$ cat config.mk
export PLATFORM = sky130hd
export DESIGN_NAME = intc_top
export DESIGN_NICKNAME = d
export VERILOG_FILES = /design/src/rtl/intc_pkg.sv /design/src/rtl/intc_bus.sv /design/src/rtl/intc_edge_latch.sv /design/src/rtl/intc_vsync.sv /design/src/rtl/intc_top.sv
export SDC_FILE = /design/constraint.sdc
export NUM_CORES = 1
export LEC_CHECK = 0
export CORE_MARGIN = 8
export CORE_UTILIZATION = 35
export DETAILED_ROUTE_END_ITERATION = 8
export PLACE_DENSITY = 0.86
export SYNTH_ARGS = -nofsm -noshare
export SYNTH_HDL_FRONTEND = slang
export SYNTH_SLANG_ARGS = --single-unit
$ cat constraint.sdc
create_clock -name clk -period 1.03 [get_ports clk]
set_input_delay 0.103 -clock clk [delete_from_list [all_inputs] [get_ports clk]]
set_output_delay 0.103 -clock clk [all_outputs]
set_load 0.1 [all_outputs]
$ cat src/rtl/intc_pkg.sv
package intc_pkg;

    localparam int NSRC       = 5;
    localparam int SRC_LSB    = 2;
    localparam int CLR_RTC    = 4;
    localparam int CLR_TONE   = 6;
    localparam int CLR_NMI    = 7;
    localparam int NLATCH     = 3;   // rtc, tone, nmi
    localparam int LAT_RTC    = 0;
    localparam int LAT_TONE   = 1;
    localparam int LAT_NMI    = 2;

    typedef struct packed {
        logic tone;
        logic rx_full;
        logic tx_empty;
        logic rtc;
        logic vsync;
    } src_t;

    typedef struct packed {
        logic en_wr;
        logic clr_wr;
    } bus_op_t;

    function automatic logic [7:0] pack_status(src_t s, logic nmi, logic master);
        return {nmi, s, 1'b0, master};
    endfunction

endpackage

$ cat src/rtl/intc_bus.sv
module intc_bus
    import intc_pkg::*;
#(
    parameter int ADDR_W   = 4,
    parameter int EN_ADDR  = 0,
    parameter int CLR_ADDR = 5
) (
    input  logic              clk,
    input  logic              rst,
    input  logic [ADDR_W-1:0] bus_addr,
    input  logic [7:0]        bus_wdata,
    input  logic              bus_we,
    output logic [NSRC-1:0]   enable,
    output logic [NLATCH-1:0] clr
);
    bus_op_t op;

    always_comb begin
        op.en_wr  = bus_we && (bus_addr == ADDR_W'(EN_ADDR));
        op.clr_wr = bus_we && (bus_addr == ADDR_W'(CLR_ADDR));
    end

    always_ff @(posedge clk) begin
        if (rst)
            enable <= '0;
        else if (op.en_wr)
            enable <= bus_wdata[SRC_LSB +: NSRC];
    end

    always_comb begin
        clr          = '0;
        clr[LAT_RTC]  = op.clr_wr && bus_wdata[CLR_RTC];
        clr[LAT_TONE] = op.clr_wr && bus_wdata[CLR_TONE];
        clr[LAT_NMI]  = op.clr_wr && bus_wdata[CLR_NMI];
    end
endmodule

$ cat src/rtl/intc_edge_latch.sv
module intc_edge_latch (
    input  logic clk,
    input  logic rst,
    input  logic evt,
    input  logic clr,
    output logic flag
);
    logic prev;
    logic rise;

    assign rise = evt && !prev;

    always_ff @(posedge clk) begin
        if (rst) begin
            prev <= 1'b0;
            flag <= 1'b0;
        end else begin
            prev <= evt;
            if (rise)
                flag <= 1'b1;   // a fresh event beats a same-cycle clear
            else if (clr)
                flag <= 1'b0;
        end
    end
endmodule

$ cat src/rtl/intc_vsync.sv
module intc_vsync #(
    parameter int LINE_W    = 9,
    parameter int LAST_LINE = 255
) (
    input  logic              clk,
    input  logic              rst,
    input  logic [LINE_W-1:0] line_num,
    output logic              vsync_flag
);
    localparam logic [LINE_W-1:0] LAST = LINE_W'(LAST_LINE);

    always_ff @(posedge clk) begin
        if (rst)
            vsync_flag <= 1'b0;
        else if (line_num == '0)
            vsync_flag <= 1'b0;
        else if (line_num == LAST)
            vsync_flag <= 1'b1;
    end
endmodule

$ cat src/rtl/intc_top.sv
module intc_top
    import intc_pkg::*;
#(
    parameter int ADDR_W    = 4,
    parameter int LINE_W    = 9,
    parameter int LAST_LINE = 255,
    parameter int EN_ADDR   = 0,
    parameter int CLR_ADDR  = 5
) (
    input  logic              clk,
    input  logic              rst,
    input  logic [ADDR_W-1:0] bus_addr,
    input  logic [7:0]        bus_wdata,
    input  logic              bus_we,
    input  logic              evt_rtc,
    input  logic              evt_tx_empty,
    input  logic              evt_rx_full,
    input  logic              evt_tone,
    input  logic              nmi_in,
    input  logic [LINE_W-1:0] line_num,
    input  logic              pix_fetch,
    output logic              irq_n,
    output logic              ram_access_ok,
    output logic [7:0]        status_rd
);
    logic [NSRC-1:0]   enable;
    logic [NLATCH-1:0] clr;
    logic [NLATCH-1:0] lat_in;
    logic [NLATCH-1:0] lat_q;
    logic              vs_q;
    logic              tx_q;
    logic              rx_q;
    src_t              src;
    logic [NSRC-1:0]   pending;
    logic              master;

    intc_bus #(.ADDR_W(ADDR_W), .EN_ADDR(EN_ADDR), .CLR_ADDR(CLR_ADDR)) u_bus (
        .clk(clk), .rst(rst), .bus_addr(bus_addr), .bus_wdata(bus_wdata),
        .bus_we(bus_we), .enable(enable), .clr(clr)
    );

    assign lat_in[LAT_RTC]  = evt_rtc;
    assign lat_in[LAT_TONE] = evt_tone;
    assign lat_in[LAT_NMI]  = nmi_in;

    for (genvar i = 0; i < NLATCH; i++) begin : g_lat
        intc_edge_latch u_lat (
            .clk(clk), .rst(rst), .evt(lat_in[i]), .clr(clr[i]), .flag(lat_q[i])
        );
    end

    intc_vsync #(.LINE_W(LINE_W), .LAST_LINE(LAST_LINE)) u_vs (
        .clk(clk), .rst(rst), .line_num(line_num), .vsync_flag(vs_q)
    );

    always_ff @(posedge clk) begin
        if (rst) begin
            tx_q <= 1'b0;
            rx_q <= 1'b0;
        end else begin
            tx_q <= evt_tx_empty;
            rx_q <= evt_rx_full;
        end
    end

    always_comb begin
        src.vsync    = vs_q;
        src.rtc      = lat_q[LAT_RTC];
        src.tx_empty = tx_q;
        src.rx_full  = rx_q;
        src.tone     = lat_q[LAT_TONE];
    end

    assign pending       = src & enable;
    assign master        = |pending;
    assign irq_n         = !master;
    assign ram_access_ok = pix_fetch && !lat_q[LAT_NMI];
    assign status_rd     = pack_status(src, lat_q[LAT_NMI], master);
endmodule

==> Yosys cells after proc, flatten, opt, wreduce, memory -nomap -nowiden <==
Index checks and enable logic that the tools add are counted.
{ "word_totals": {"inputBits": 30, "register_bits": 14, "output_inout_bits": 10, "wordCells": 40} }
{ "classes": {"reduce_logical": 21, "n_bitwise": 1, "n_eq_ne": 2, "muxes": 6} }
{ "op_table": {"columns": ["cell", "n"], "rows": [
  ["$eq 9x8->1 const B", 1],
  ["$logic_and 1x1->1", 9],
  ["$logic_not 9->1", 1],
  ["$mux 1", 6],
  ["$reduce_bool 2->1", 3],
  ["$and 5x5->5", 1],
  ["$logic_not 1->1", 5],
  ["$reduce_or 5->1", 1],
  ["$eq 4x3->1 const B", 1],
  ["$logic_not 4->1", 1],
  ["$reduce_or 2->1", 1]
]} }

==> Longest topological paths before layout <==
{ "logic_depth": {"depth_word": 5, "mapped_depth": 4, "depth_no_buf": 3} }

==> Modules after synthesis <==
A second synthesis with hierarchy kept.
{ "hier_totals": {"hier_cells": 69, "area_unflattened_um2": 685.7} }
{ "by_module_without_submodules": {"columns": ["mod", "cells_per_inst", "seq_area_each_um2", "instances", "area_each_um2"], "rows": [
  ["intc_bus", 27, 100.1, 1, 275.3],
  ["intc_edge_latch", 6, 40.0, 3, 67.6],
  ["intc_top", 15, 40.0, 1, 127.6],
  ["intc_vsync", 9, 20.0, 1, 80.1]
]} }

==> Worst setup path after synthesis <==
No wires, ideal clock.
{ "synth_path": {"kind": "reg-to-output", "startpoint": "reg u_bus.enable[1]", "endpoint": "out status_rd[0]", "required_ns": 0.927, "stages_incl_launch_ff": 5, "n_path_buf": 1, "path_slack_ns": -0.713, "arrival_ns": 1.640, "cell_sequence": "dfxtp_1 > a22oi_1 > and4_1 > inv_1 > buf_4"} }
{ "synth_via": {"elab_chain_cells": 2} }
{ "synth_rtl": {"columns": ["item", "line", "text"], "rows": [
  ["start: declaration", "intc_bus.sv:13", "output logic [NSRC-1:0] enable,"],
  ["start signal: assignment", "intc_bus.sv:27", "enable <= bus_wdata[SRC_LSB +: NSRC];"],
  ["$and 5x5->5", "intc_top.sv:74", "assign pending = src & enable;"],
  ["$reduce_or 5->1", "intc_top.sv:75", "assign master = |pending;"],
  ["end: declaration", "intc_top.sv:24", "output logic [7:0] status_rd"]
]} }
Every way passes these cells.

==> Worst setup path in the final report <==
{ "layout_path": {"startpoint": "reg g_lat[0].u_lat.flag", "endpoint": "out status_rd[0]"} }
{ "layout_via": {"elab_chain_cells": 2} }
{ "layout_rtl": {"columns": ["item", "line", "text"], "rows": [
  ["start: declaration", "intc_edge_latch.sv:6", "output logic flag"],
  ["start signal: assignment", "intc_edge_latch.sv:16", "flag <= 1'b0;"],
  ["start signal: assignment", "intc_edge_latch.sv:20", "flag <= 1'b1;"],
  ["start signal: assignment", "intc_edge_latch.sv:22", "flag <= 1'b0;"],
  ["$and 5x5->5", "intc_top.sv:74", null],
  ["$reduce_or 5->1", "intc_top.sv:75", null]
]} }
Every way passes these cells.

==> summary.txt <==
Reg2reg start: g_lat[2].u_lat.flag
FP Rows: 15
Synth unique cells: 25
Finished Layout Cells: 144
Synth Cell Area: 653.1 sq um
Hold WC Path Type: input port to register
FF-to-FF setup slack: 0.20 ns
Crit path kind: register to primary output
Largest cells by area after synthesis: dfxtp_1 43%, buf_4 9.2%, nand3_1 6.9%
Synthesized area per cell: 8.482 sq um
GRT Total Usage: 13.47%
Asr flop ratio synth: 0%
RSZ-0062 raised after global routing: yes
Initial Utilization: 37.42%
Clock-pin slew on the worst setup and hold paths: 0.08 ns
Layout area overhead: 94.06%
Min Tclk post-route: 1.353 ns
Syn_nets: 107
Clock Latency Late Sink: 0.27 ns
Routability congestion estimate: 0.8293
Final setup vio count: 4
Overall Power: 1.358 mW
Outcome: complete, but fails checks
CP endpoint kind: primary output
Global-route wire length before repair: 3.594 mm
PortBufs: 36
Sequential element share of the synthesized area: 42.91%
Nets: 151
WP data arrival: 1.25 ns
Largest net degree at the start of global routing: 13
PD cells: 1071 mW/mm^2
Fin. Hold Viols: 0
# diodes: 0
Layout cells sized above 1: 38.66%
Iteration-0 DRC Markers: 11
Synth Warn #: 0
Maximum clock path buffer count: 2
Vias in the first global route: 793
Drt wl/cell: 15.00 microns
Final period util: 131.3%
Final slew viol count: 0
TritonCTS Sinks: 14
Hold-fix buffers at CTS: 0
Most used DFF post-synth: dfxtp_1
DIE AREA: 0.003505 sq mm
Worst Setup SP: g_lat[0].u_lat.flag
Fmax: 739.2 MHz
P_leak: 0.4956 nW
Root Buffer: clkbuf_4
CTS tree: done
Gr ovfl total: 0
Startpoint types: register
Top Ports: 40
Peak supply drop: 0.6437 mV
Final worst clock skew: 0.00005052 ns
Design Area, Final: 0.001267 sq mm
Crit-path max FO: 2
Core area: 0.001745 sq mm
FF+latch count, synth: 14
Vias post-DR: 703
Synth top area share: 42.91%
Setup crit end: status_rd[0]
H-tree depth: 1
DIE WIDTH: 59.20 microns
FF-to-FF path depth: 4
Post-DP Area: 0.001145 sq mm
Chip Height: 59.20 microns
Routed Antenna Nets: 0
# DRC: 0
Failing checks: negative setup slack
Post-Syn Instances: 77
Final setup margin: -0.3229 ns
Final WL: 2.160 mm
Final core occ: 72.62%
Maxcap violations: 0
Post-synth EDFFs: 0
Post-DP HPWL: 1.637 mm
Dominant cell type by area after synthesis: dfxtp_1
Initial antenna violation count: 0
Number of CTS-inserted buffers: 3
Crit path required time: 0.93 ns
Detailed Routing Iterations Pass 1: 5
DR vias/cell: 4.882
DP Cell Count: 138
Reg2reg end: g_lat[2].u_lat.flag
## stage by stage
| stage | setup TNS, ns | setup WS, ns | hold WS [ns] |
|---|---|---|---|
| 6_report | -0.7271 | -0.3229 | 0.3391 |
| 5_1_grt | -0.9177 | -0.3717 | 0.3532 |
| 4_1_cts | -0.6682 | -0.3230 | 0.3694 |
| 3_5_place_dp | -3.560 | -0.4201 | 0.4783 |
| 3_3_place_gp | -3.291 | -0.3936 | 0.4509 |
| 2_1_floorplan | -0.2175 | -0.2175 | 0.1746 |
## metal layers
layer | routed length (microns) | track usage (%) | vias to the layer above
met2 | 1040 | 22.19 | 31
met3 | 227 | 6.508 | 4
met5 | 0 | 0 | -
met4 | 28 | 8.191 | 0
met1 | 863 | 13.30 | 320
li1 | - | - | 348
## report_power, final
| group | switching [mW] | internal [mW] | total, mW |
|---|---|---|---|
| clock network | 0.167 | 0.135 | 0.303 |
| registers | 0.0163 | 0.565 | 0.581 |
| logic | 0.241 | 0.232 | 0.474 |
## flip-flops by register name (all words and copies together) (netlist names)
signal and flops:
u_bus.enable 5, g_lat.u_lat.flag 3, g_lat.u_lat.prev 3, rx_q 1
tx_q 1, u_vs.vsync_flag 1
## what timing repair did
item / in CTS / in global routing
endpoints found under the setup margin: 14 / 18
gates resized for setup: 10 / 14
setup buffers: 2 / 1
pin swaps: 6 / 5
## cells in the final DEF (no fill, tap or decap), types with 2 or more instances in the layout
| cell | instances |
|---|---|
| clkbuf_4 | 3 |
| a21oi_1 | 8 |
| buf_4 | 8 |
| dfxtp_2 | 5 |
| dlygate4sd2_1 | 2 |
| o21ai_1 | 3 |
| buf_6 | 4 |
| clkdlybuf4s50_1 | 24 |
| o21ai_2 | 5 |
| dfxtp_1 | 8 |
| nand2_1 | 3 |
| buf_12 | 10 |
| nand2b_1 | 3 |
| nand3_1 | 9 |
| nor2b_1 | 5 |
## logic make-up (layout without fill, tap and decap cells)
kind of cell           Yosys count  count (layout)  synth area share (%)
other                            1               1                0.5742
DFF                             14              14                 42.91
AOI/OAI and AO/OA               18              18                 15.33
and+or+nand+nor                 32              32                 28.55
buffers and inverters           12              54                 12.64
## cells in the mapped netlist (all sizes together) (2+ instances only)
cell type / count
inv: 2
dfxtp: 14
buf: 9
o21ai: 8
nand3: 9
a21oi: 8
nor2: 2
nand2b: 3
nor2b: 6
nand2: 3
## worst min path at each step
stage / to / cells after the start / start / slack [ns]
after global routing: u_bus.enable[4] / 5 / bus_addr[1] / 0.35
final: u_bus.enable[4] / 5 / bus_addr[1] / 0.34
after floorplan: g_lat[0].u_lat.prev / 1 / rst / 0.17
after detailed placement: g_lat[2].u_lat.flag / 2 / g_lat[2].u_lat.prev / 0.48
after CTS: rx_q / 2 / evt_rx_full / 0.37
after global placement: u_bus.enable[4] / 2 / u_bus.enable[4] / 0.45
## worst max-delay path, stage by stage, from the launching register on
cell	delay [ns]
dfxtp_2	0.34
a22oi_2	0.17
and4_4	0.26
inv_2	0.05
buf_12	0.15
## final cells by class
type / instances / area, sq um
timing repair buffer: 49 / 575.6
fill: 135 / 478.0
multi-input combinational: 51 / 340.3
sequential: 14 / 290.3
tap: 25 / 31.28
clock buffer: 3 / 22.52
inverter: 2 / 7.507
No activity file was read; power rests on OpenSTA's default activity.
